<file path="src/rtl/bpd_pkg.sv">
package bpd_pkg;

    localparam int WORD_W      = 16;
    localparam int PAY_WORDS   = 9;
    localparam int PAY_W       = WORD_W * PAY_WORDS;
    localparam int IDX_W       = $clog2(PAY_WORDS);
    localparam int ID_W        = 16;
    localparam int SEQ_W       = 16;
    localparam int POS_W       = 32;
    localparam int TS_W        = 40;
    localparam int SEQ_OUT_W   = 8;
    localparam int PKT_W       = 2 * POS_W + ID_W + TS_W + SEQ_OUT_W;

    // field offsets in the payload shift register (first word ends on top)
    localparam int ID_LSB      = PAY_W - ID_W;
    localparam int SEQ_LSB     = ID_LSB - SEQ_W;
    localparam int X_LSB       = SEQ_LSB - POS_W;
    localparam int Y_LSB       = X_LSB - POS_W;
    localparam int TS_LSB      = 0;

    localparam logic [15:0] CRC_POLY = 16'h1021;
    localparam logic [15:0] CRC_INIT = 16'hFFFF;

    typedef enum logic [1:0] {
        PH_HUNT  = 2'd0,
        PH_BODY  = 2'd1,
        PH_CHECK = 2'd2
    } phase_e;

    typedef struct packed {
        logic [POS_W-1:0]     pos_x;
        logic [POS_W-1:0]     pos_y;
        logic [ID_W-1:0]      mon_id;
        logic [TS_W-1:0]      stamp;
        logic [SEQ_OUT_W-1:0] seq_lo;
    } bpm_pkt_t;

    // one word through the CRC register, most significant bit first
    function automatic logic [15:0] crc16_word(input logic [15:0] crc,
                                               input logic [WORD_W-1:0] data);
        logic [15:0] c;
        logic        fb;
        c = crc;
        for (int i = WORD_W - 1; i >= 0; i--) begin
            fb = c[15] ^ data[i];
            c  = {c[14:0], 1'b0};
            if (fb) c = c ^ CRC_POLY;
        end
        return c;
    endfunction

    function automatic bpm_pkt_t unpack_payload(input logic [PAY_W-1:0] p);
        bpm_pkt_t k;
        k.pos_x  = p[X_LSB +: POS_W];
        k.pos_y  = p[Y_LSB +: POS_W];
        k.mon_id = p[ID_LSB +: ID_W];
        k.stamp  = p[TS_LSB +: TS_W];
        k.seq_lo = p[SEQ_LSB +: SEQ_OUT_W];
        return k;
    endfunction

endpackage

</file>
<file path="src/rtl/bpd_framer.sv">
module bpd_framer
    import bpd_pkg::*;
#(
    parameter logic [WORD_W-1:0] START_WORD = 16'hBC95
) (
    input  logic             clk_i,
    input  logic             rst_i,
    input  logic [WORD_W-1:0] word_i,
    input  logic             word_valid_i,
    output logic             done_o,
    output logic             crc_ok_o,
    output logic [PAY_W-1:0] payload_o
);

    localparam logic [IDX_W-1:0] LAST_IDX = IDX_W'(PAY_WORDS - 1);

    typedef struct packed {
        phase_e             phase;
        logic [IDX_W-1:0]   idx;
        logic [15:0]        crc;
        logic [PAY_W-1:0]   payload;
        logic               done;
        logic               ok;
    } fr_state_t;

    fr_state_t s_q, s_d;

    always_comb begin
        s_d      = s_q;
        s_d.done = 1'b0;
        s_d.ok   = 1'b0;
        if (word_valid_i) begin
            case (s_q.phase)
                PH_HUNT: begin
                    if (word_i == START_WORD) begin
                        s_d.phase = PH_BODY;
                        s_d.idx   = '0;
                        s_d.crc   = CRC_INIT;
                    end
                end
                PH_BODY: begin
                    s_d.crc     = crc16_word(s_q.crc, word_i);
                    s_d.payload = {s_q.payload[PAY_W-WORD_W-1:0], word_i};
                    if (s_q.idx == LAST_IDX) begin
                        s_d.phase = PH_CHECK;
                    end else begin
                        s_d.idx = s_q.idx + 1'b1;
                    end
                end
                PH_CHECK: begin
                    s_d.done  = 1'b1;
                    s_d.ok    = (word_i == s_q.crc);
                    s_d.phase = PH_HUNT;
                end
                default: s_d.phase = PH_HUNT;
            endcase
        end
    end

    always_ff @(posedge clk_i) begin
        if (rst_i) begin
            s_q <= '0;
        end else begin
            s_q <= s_d;
        end
    end

    assign done_o    = s_q.done;
    assign crc_ok_o  = s_q.ok;
    assign payload_o = s_q.payload;

endmodule

</file>
<file path="src/rtl/bpd_seq_tracker.sv">
module bpd_seq_tracker
    import bpd_pkg::*;
#(
    parameter int CNT_W       = 32,
    parameter int FRAME_CNT_W = 16
) (
    input  logic                   clk_i,
    input  logic                   rst_i,
    input  logic                   frame_done_i,
    input  logic                   frame_ok_i,
    input  logic [SEQ_W-1:0]       seq_i,
    output logic [CNT_W-1:0]       err_cnt_o,
    output logic [CNT_W-1:0]       disc_cnt_o,
    output logic                   disc_pulse_o,
    output logic [FRAME_CNT_W-1:0] last_frames_o
);

    typedef struct packed {
        logic                   have_seq;
        logic [SEQ_W-1:0]       cur_seq;
        logic [FRAME_CNT_W-1:0] cur_frames;
        logic [FRAME_CNT_W-1:0] last_frames;
        logic [CNT_W-1:0]       err_cnt;
        logic [CNT_W-1:0]       disc_cnt;
        logic                   disc;
    } trk_state_t;

    trk_state_t t_q, t_d;

    always_comb begin
        t_d      = t_q;
        t_d.disc = 1'b0;
        if (frame_done_i) begin
            if (!frame_ok_i) begin
                t_d.err_cnt = t_q.err_cnt + 1'b1;
            end else if (!t_q.have_seq) begin
                t_d.have_seq   = 1'b1;
                t_d.cur_seq    = seq_i;
                t_d.cur_frames = FRAME_CNT_W'(1);
            end else if (seq_i == t_q.cur_seq) begin
                t_d.cur_frames = t_q.cur_frames + 1'b1;
            end else begin
                t_d.last_frames = t_q.cur_frames;
                t_d.cur_frames  = FRAME_CNT_W'(1);
                t_d.cur_seq     = seq_i;
                if (seq_i != SEQ_W'(t_q.cur_seq + 1'b1)) begin
                    t_d.disc     = 1'b1;
                    t_d.disc_cnt = t_q.disc_cnt + 1'b1;
                end
            end
        end
    end

    always_ff @(posedge clk_i) begin
        if (rst_i) begin
            t_q <= '0;
        end else begin
            t_q <= t_d;
        end
    end

    assign err_cnt_o     = t_q.err_cnt;
    assign disc_cnt_o    = t_q.disc_cnt;
    assign disc_pulse_o  = t_q.disc;
    assign last_frames_o = t_q.last_frames;

endmodule

</file>
<file path="src/rtl/bpd_decoder.sv">
module bpd_decoder
    import bpd_pkg::*;
#(
    parameter logic [15:0] START_WORD  = 16'hBC95,
    parameter int          CNT_W       = 32,
    parameter int          FRAME_CNT_W = 16
) (
    input  logic                   clk_i,
    input  logic                   rst_i,
    input  logic [15:0]            word_i,
    input  logic                   word_valid_i,
    output logic                   m_axis_tvalid_o,
    output logic [127:0]           m_axis_tdata_o,
    output logic                   m_axis_tlast_o,
    output logic                   frame_error_o,
    output logic                   seq_discontinuity_o,
    output logic [CNT_W-1:0]       crc_err_count_o,
    output logic [CNT_W-1:0]       seq_disc_count_o,
    output logic [FRAME_CNT_W-1:0] seq_frame_count_o
);

    logic             fr_done;
    logic             fr_ok;
    logic [PAY_W-1:0] fr_payload;
    bpm_pkt_t         pkt;

    bpd_framer #(
        .START_WORD (START_WORD)
    ) u_framer (
        .clk_i        (clk_i),
        .rst_i        (rst_i),
        .word_i       (word_i),
        .word_valid_i (word_valid_i),
        .done_o       (fr_done),
        .crc_ok_o     (fr_ok),
        .payload_o    (fr_payload)
    );

    bpd_seq_tracker #(
        .CNT_W       (CNT_W),
        .FRAME_CNT_W (FRAME_CNT_W)
    ) u_tracker (
        .clk_i         (clk_i),
        .rst_i         (rst_i),
        .frame_done_i  (fr_done),
        .frame_ok_i    (fr_ok),
        .seq_i         (fr_payload[SEQ_LSB +: SEQ_W]),
        .err_cnt_o     (crc_err_count_o),
        .disc_cnt_o    (seq_disc_count_o),
        .disc_pulse_o  (seq_discontinuity_o),
        .last_frames_o (seq_frame_count_o)
    );

    assign pkt             = unpack_payload(fr_payload);
    assign m_axis_tvalid_o = fr_done & fr_ok;
    assign m_axis_tdata_o  = pkt;
    assign m_axis_tlast_o  = 1'b1;
    assign frame_error_o   = fr_done & ~fr_ok;

endmodule

</file>
<file path="config.mk">
export PLATFORM = sky130hd
export DESIGN_NAME = bpd_decoder
export DESIGN_NICKNAME = d
export VERILOG_FILES = /design/src/rtl/bpd_pkg.sv /design/src/rtl/bpd_framer.sv /design/src/rtl/bpd_seq_tracker.sv /design/src/rtl/bpd_decoder.sv
export SDC_FILE = /design/constraint.sdc
export NUM_CORES = 1
export LEC_CHECK = 0
export BUFFER_PORTS_ARGS = -buffer_cell sky130_fd_sc_hd__buf_2
export CAP_MARGIN = 20
export CORE_ASPECT_RATIO = 1.75
export CORE_MARGIN = 4
export CORE_UTILIZATION = 35
export DETAILED_ROUTE_END_ITERATION = 8
export PLACE_DENSITY = 0.67
export SETUP_SLACK_MARGIN = 0.3
export SYNTH_ARGS = -nofsm -noshare
export SYNTH_HDL_FRONTEND = slang
export SYNTH_SLANG_ARGS = --single-unit
</file>
<file path="constraint.sdc">
create_clock -name clk_i -period 2.55 [get_ports clk_i]
set_clock_uncertainty 0.05 [all_clocks]
set_input_delay 0.1275 -clock clk_i [delete_from_list [all_inputs] [get_ports clk_i]]
set_output_delay 0.1275 -clock clk_i [all_outputs]
set_load 0.02 [all_outputs]
</file>
==> results of run 1 <==
-- kinds of logic after synthesis --
group / Yosys count
multiplexers: 24
flip-flops: 282
adder cells (fa/ha/maj): 6
buffers and inverters: 319
AND/OR/NAND/NOR: 666
AO/OA/AOI/OAI: 261
XOR/XNOR: 112
other: 1
-- cells in the mapped netlist (all sizes together), types with 4 or more instances --
cell    count
nand4      29
or3         8
nor3       20
nand2b      4
dfxtp     282
nand3      33
mux2        4
a21oi     196
xnor2      72
nand4b      5
ha          6
and2        5
and4        5
nor2b       7
inv        14
o31ai      23
buf       225
or4        23
mux2i      20
and3       24
nor4       10
a211oi     11
clkbuf     80
nor2      112
o21ai      11
nand3b      4
nand2     364
xor2       40
-- critical path, cell delays in order, from the launching register on --
cell      delay, ps
dfxtp_4         390
ha_4            200
nand2_4          80
a211oi_2        220
o21ai_1         100
o32a_1          290
and4_4          220
buf_6           140
buf_16          130
or4_4           480
a21oi_2         140
-- power breakdown --
| part | total [mW] | switching (mW) | internal [mW] |
|---|---|---|---|
| Sequential | 4.40 | 0.0000108 | 4.40 |
| Clock | 4.40 | 1.82 | 2.58 |
| Combinational | 0.343 | 0.210 | 0.133 |
-- per-stage QoR --
step,hold WS [ps],utilization,setup WS (ps),cell area (sq um)
detailed placement,365,0.368,-76.1,13900
CTS,-87.9,0.407,60.0,15400
global placement,359,0.368,-88.8,13900
floorplan,213,-,231,13600
global route,-92.4,0.414,-42.3,15600
finish,-80.6,0.414,62.9,15600
-- area by class of cell --
type                            count  area [sq um]  area share
Multi-Input combinational cell   1070          6110       0.391
Sequential cell                   282          5680       0.364
Timing Repair Buffer              333          2190       0.141
Clock buffer                       38           790      0.0506
Tap cell                          480           601      0.0385
Clock inverter                     15           185      0.0119
Inverter                           14          52.6     0.00337
-- registers in the layout, indices dropped and copies added (netlist names) --
| signal | flops |
|---|---|
| u_framer.payload_o | 144 |
| u_framer.done_o | 1 |
| u_framer.crc_ok_o | 1 |
| u_framer.s_q | 22 |
| u_tracker.disc_cnt_o | 32 |
| u_tracker.last_frames_o | 16 |
| u_tracker.t_q | 33 |
| u_tracker.err_cnt_o | 32 |
| u_tracker.disc_pulse_o | 1 |
-- worst max path at each step --
stage / slack [ps] / end / from
finish: 60 / u_tracker.disc_cnt_o[18]$_SDFFE_PP0P_ / u_tracker.t_q[98]$_SDFFE_PP0P_
global route: -40 / u_tracker.disc_cnt_o[10]$_SDFFE_PP0P_ / u_tracker.t_q[97]$_SDFFE_PP0P_
CTS: 60 / u_tracker.disc_cnt_o[10]$_SDFFE_PP0P_ / u_tracker.t_q[100]$_SDFFE_PP0P_
detailed placement: -80 / u_tracker.disc_cnt_o[6]$_SDFFE_PP0P_ / u_tracker.t_q[102]$_SDFFE_PP0P_
global placement: -90 / u_tracker.disc_cnt_o[14]$_SDFFE_PP0P_ / u_tracker.t_q[111]$_SDFFE_PP0P_
floorplan: 230 / u_tracker.disc_cnt_o[14]$_SDFFE_PP0P_ / u_tracker.t_q[99]$_SDFFE_PP0P_
-- metal layers --
layer | vias up | track usage
met1 | 5326 | 0.190
met5 | - | 0
met2 | 324 | 0.329
met4 | 0 | 0.0728
li1 | 5504 | -
met3 | 96 | 0.0222
-- what timing repair did --
action,in CTS,in global routing
endpoints found under the setup margin,50,105
buffers inserted,15,4
cloned,3,2
endpoints found under the hold margin,46,25
gates resized for setup,32,37
pin swaps,24,13
==> summary.md, run 1 <==
| Metric | Value |
|---|---|
| Initial antenna violation count | 0 |
| CTS clk-pin slew, worst paths | 60 ps |
| Post-DRT Antenna Nets | 0 |
| Ranking of synthesized cells by area | dfxtp_1, buf_4, nand2_1, a21oi_1, xnor2_1 |
| Post-synthesis xor/xnor area fraction | 0.0729 |
| Worst-path fanout max | 7 |
| Post-synth EDFFs | 0 |
| VDD IR max | 0.478 mV |
| RD Place Congestion | 0.878 |
| Port Buf Inserts | 229 |
| WL met1 | 14200 um |
| Max_cap viols | 0 |
| Final Hold Fails | 25 |
| Failing checks | hold timing |
| RSZ-0062 raised after global routing | yes |
| Number of fill cells | 3725 |
| Total GRT Usage | 0.173 |
| Synth Area in Compound Gates | 0.108 |
| Root buf cell | clkbuf_16 |
| Total negative slack | 0 ps |
| Antenna Cells | 0 |
| R2r startpoint | u_tracker.t_q[98]$_SDFFE_PP0P_ |
| Longest Clk Path Bufs | 3 |
| Die height | 267 um |
| FFs w/ async S/R, synth | 0 |
| Final period utilization | 0.975 |
| Cells after Synth | 1671 |
| Finished Layout Cells | 2232 |
| DR DRC count | 0 |
| Die ar. | 0.0418 sq mm |
| Run status | complete, but fails checks |
| Final setup viols | 0 |
| DRT iter0 DRCs | 796 |
| Hold wc startpoint | rst_i |
| Commonest cells after routing, fill and taps aside | nand2_1, dfxtp_1, buf_2, a21oi_1, nor2_1 |
| Post-synthesis instance area | 0.0135 sq mm |
| Synth top area share | 0.419 |
| Clock sink total | 282 |
| Via count | 11300 |
| Die Width | 156 um |
| CTS buffer count | 29 |
| Syn nets | 1696 |
| Top-Level Pins | 231 |
| Met2 WL | 20400 um |
| Synthesized area per cell | 8.05 sq um |
| Layout cells sized above 1 | 0.245 |
| Lkg Pwr | 6.05 nW |
| Slew headroom | 0.570 |
| Minimum clock period | 2490 ps |
| Worst Tran Pin Value | 645 ps |
| Commonest non-fill, non-tap cell in the layout | nand2_1 |
| Reg2reg end | u_tracker.disc_cnt_o[18]$_SDFFE_PP0P_ |
| Net count, final | 1755 |
| Post-Synth Adder-Cell Area | 0.00558 |
| Core area | 0.0378 sq mm |
| Met3 wire len | 1760 um |
| Post-synthesis mux area share | 0.0182 |
| Area Growth Syn to Fin | 16.0% |
| Post-CTS Hold Buffers | 18 |
| Std cell rows | 94 |
| Largest family of logic cells by synthesized area | simple AND/OR/NAND/NOR gates |
| WL final | 38100 um |
| FF+latch count, synth | 282 |
| Power after layout | 9.14 mW |
| Reg2Reg Setup Slack | 60 ps |
| Hold Path Stages | 2 |
| Final Max Slew Viols | 0 |
| Worst Setup Start Kind | flop |
| Effective utilization at floorplan | 0.356 |
| Crit end category | flop |
| CP arrival | 2930 ps |
| R2r worst-path depth | 10 |
| Highest Clock Rate | 402 MHz |
| Synth unique cells | 59 |
| WHS | -80.6 ps |
| Crit Path Category | flop to flop |
| Vias per cell | 5.04 |
| Routed len/inst | 17.1 um |
| Clk Latency, worst-skew pair | 560 ps |
| Dpl hpwl | 26600 um |
| Pwr/cell area | 586 mW/mm^2 |
| Sink of the worst hold path | u_tracker.disc_cnt_o[18]$_SDFFE_PP0P_ |
| CTS tree | done |
| Ys Warns | 0 |
| Worst endpoint required time | 2990 ps |
| Post-Place Cells | 2137 |
| First-pass DRT Iterations | 7 |
| Htree depth | 1 |
| Area leader, netlist | dfxtp_1 |
| Largest net degree at the start of global routing | 124 |
| Vias in the first global route | 10800 |
| Gr ovfl total | 0 |
| Main synth FF type | dfxtp_1 |
| First-pass GRT wire length | 59200 um |
| Sequential element share of the synthesized area | 0.419 |
| Min-Delay Path Class | primary input to flop |
| DR top layer | met4 |
| Post-synthesis simple-gate area fraction | 0.225 |
No activity file was read; power rests on OpenSTA's default activity.
==> run 2, diff against run 1 <==
Settings changed: CELL_PAD_IN_SITES_DETAIL_PLACEMENT set to 0, CELL_PAD_IN_SITES_GLOBAL_PLACEMENT set to 1, PLACE_DENSITY 0.67 to 0.83.
==> summary.md, run 2 (synthesized netlist as in run 1, its figures left out) <==
| Metric | Value |
|---|---|
| Run status | finished clean |
| Net count, final | 1755 |
| Pwr/cell area | 577 mW/mm^2 |
| WL final | 37700 um |
| Register area | 0.00568 sq mm |
| Sw Ratio | 0.227 |
| Top-Level Pins | 231 |
| First-pass GRT wire length | 58100 um |
| Critical path depth in cells | 10 |
| Core area | 0.0378 sq mm |
| Root buf cell | clkbuf_16 |
| VDD IR max | 0.409 mV |
| Top delay family on crit path | compound AO/OA/AOI/OAI gates |
| Worst-path cell chain | ha_4, nand2_8, a211oi_2, o21ai_1, o32a_1, and4_4, buf_12, buf_4, or4_4, a21oi_2 |
| Effective utilization at floorplan | 0.356 |
| Internal power | 6.97 mW |
| Die Width | 156 um |
| DRT iter0 DRCs | 616 |
| Final Max Slew Viols | 0 |
| Util after Layout | 0.414 |
| R2r startpoint | u_tracker.t_q[98]$_SDFFE_PP0P_ |
| Largest stage delay, worst path | 410 ps |
| Clock power share | 0.476 |
| Minimum clock period | 2490 ps |
| Antenna Cells | 0 |
| First-pass DRT Iterations | 7 |
| CP bufs+invs | 2 |
| Total negative slack | 0 ps |
| WHS | 91.7 ps |
| RSZ-0062 raised after global routing | yes |
| Logic pwr share | 0.037 |
| RD Place Congestion | 0.890 |
| Initial antenna violation count | 0 |
| Vias per cell | 5.00 |
| Htree depth | 1 |
| Clk Latency, worst-skew pair | 550 ps |
| P_sw | 2.05 mW |
| Multi-input logic area | 0.00619 sq mm |
| Gr ovfl total | 0 |
| Crit path from | u_tracker.t_q[98]$_SDFFE_PP0P_ |
| Routed len/inst | 16.9 um |
| Worst setup endpoint | u_tracker.disc_cnt_o[5]$_SDFFE_PP0P_ |
| Worst endpoint required time | 2990 ps |
| Crit Path Category | flop to flop |
| Min-Delay Path Class | primary input to flop |
| Slowest stage cell, crit path | or4_4 |
| CTS tree | done |
| Post-DRT Antenna Nets | 0 |
| Lkg Pwr | 6.03 nW |
| Largest net degree at the start of global routing | 130 |
| Sequential Power Share | 0.487 |
| Std cell rows | 94 |
| Dpl hpwl | 26400 um |
| Die height | 267 um |
| Layout cells sized above 1 | 0.250 |
| Highest Clock Rate | 401 MHz |
| Commonest non-fill, non-tap cell in the layout | nand2_1 |
| Commonest cells after routing, fill and taps aside | nand2_1, dfxtp_1, buf_2, a21oi_1, nor2_1 |
| Longest Clk Path Bufs | 3 |
| DR DRC count | 0 |
| Final setup viols | 0 |
| Reg2reg end | u_tracker.disc_cnt_o[5]$_SDFFE_PP0P_ |
| Port Buf Inserts | 229 |
| Max FFs per register | 144 |
| Vias in the first global route | 10900 |
| Via count | 11100 |
| Area Growth Syn to Fin | 16.3% |
| Slew headroom | 0.558 |
| Worst Setup Start Kind | flop |
| Post-Place Cells | 2145 |
| R2r worst-path depth | 10 |
| Number of fill cells | 3776 |
| CP arrival | 2930 ps |
| CTS clk-pin slew, worst paths | 70 ps |
| Finished Layout Cells | 2230 |
| Reg2Reg Setup Slack | 60 ps |
| Worst-path fanout max | 7 |
| Crit end category | flop |
| Max_cap viols | 0 |
| Clock sink total | 282 |
| Final period utilization | 0.977 |
| CTS buffer count | 28 |
| Total GRT Usage | 0.170 |
| Die ar. | 0.0418 sq mm |
| Worst Tran Pin Value | 663 ps |
| Final Hold Fails | 0 |
-- run 2: cell count changes in the layout (fill, tap and decap cells not counted), sizes merged --
cell,previous run,this run
clkbuf,41,37
buf,312,313
bufinv,4,3
clkinvlp,1,5
clkinv,10,8
-- run 2: worst min-delay path, cell delays in order --
cell and delay, ps:
buf_2 130, xnor2_1 110, nand3_1 80, nor2_1 40, and3_1 150
-- run 2: what timing repair did --
item | 4_1_cts | 5_1_grt
endpoints found under the hold margin | 49 | 0
pin swaps | 6 | 30
setup buffers | 7 | 5
cloned | 1 | 3
hold buffers | 19 | 0
setup endpoints to repair | 82 | 104
resized for setup | 24 | 59
-- run 2: final cells by class --
cell class,instances,area share
flip-flops and latches,282,0.363
inverters,14,0.00336
well taps,480,0.0384
repair buffers,334,0.139
multi-input cells,1070,0.396
clock buffers,34,0.0489
clock inverters,16,0.0117
-- run 2: how the worst min path moves through the flow --
stage	startpoint	end	slack, ps	cells past startpoint
floorplan	word_i[0]	u_framer.payload_o[0]$_SDFFE_PP0P_	210	2
global placement	word_i[8]	u_framer.payload_o[8]$_SDFFE_PP0P_	360	3
detailed placement	word_i[10]	u_framer.payload_o[10]$_SDFFE_PP0P_	360	3
CTS	word_i[4]	u_framer.crc_ok_o$_SDFF_PP0_	50	5
global route	word_i[4]	u_framer.crc_ok_o$_SDFF_PP0_	110	5
finish	word_i[9]	u_framer.crc_ok_o$_SDFF_PP0_	90	5
-- run 2: stage by stage --
step | area (sq um) | worst slack (ps) | power, mW
after floorplan | 13600 | 231 | 4.71
after global placement | 14000 | 19.2 | 4.80
after detailed placement | 14000 | -35.6 | 4.80
after CTS | 15300 | 82.2 | 9.19
after global routing | 15600 | -18.3 | 9.35
final | 15600 | 59.0 | 9.02
-- run 2: power by group through the flow --
stage	registers (mW)	logic, mW	clock network [mW]
global route	4.39	0.359	4.60
finish	4.39	0.334	4.29
detailed placement	4.50	0.299	0
global placement	4.50	0.300	0
floorplan	4.50	0.212	0
CTS	4.39	0.330	4.47
-- run 2: routing by layer --
metal / track usage / routed length, um / part of all wire / up-vias
met1: 0.182 / 14300 / 0.38 / 5220
met2: 0.315 / 19400 / 0.51 / 324
met3: 0.0243 / 1760 / 0.047 / 111
met4: 0.0960 / 2250 / 0.060 / 0
met5: 0 / 0 / 0 / -
li1: - / - / - / 5489
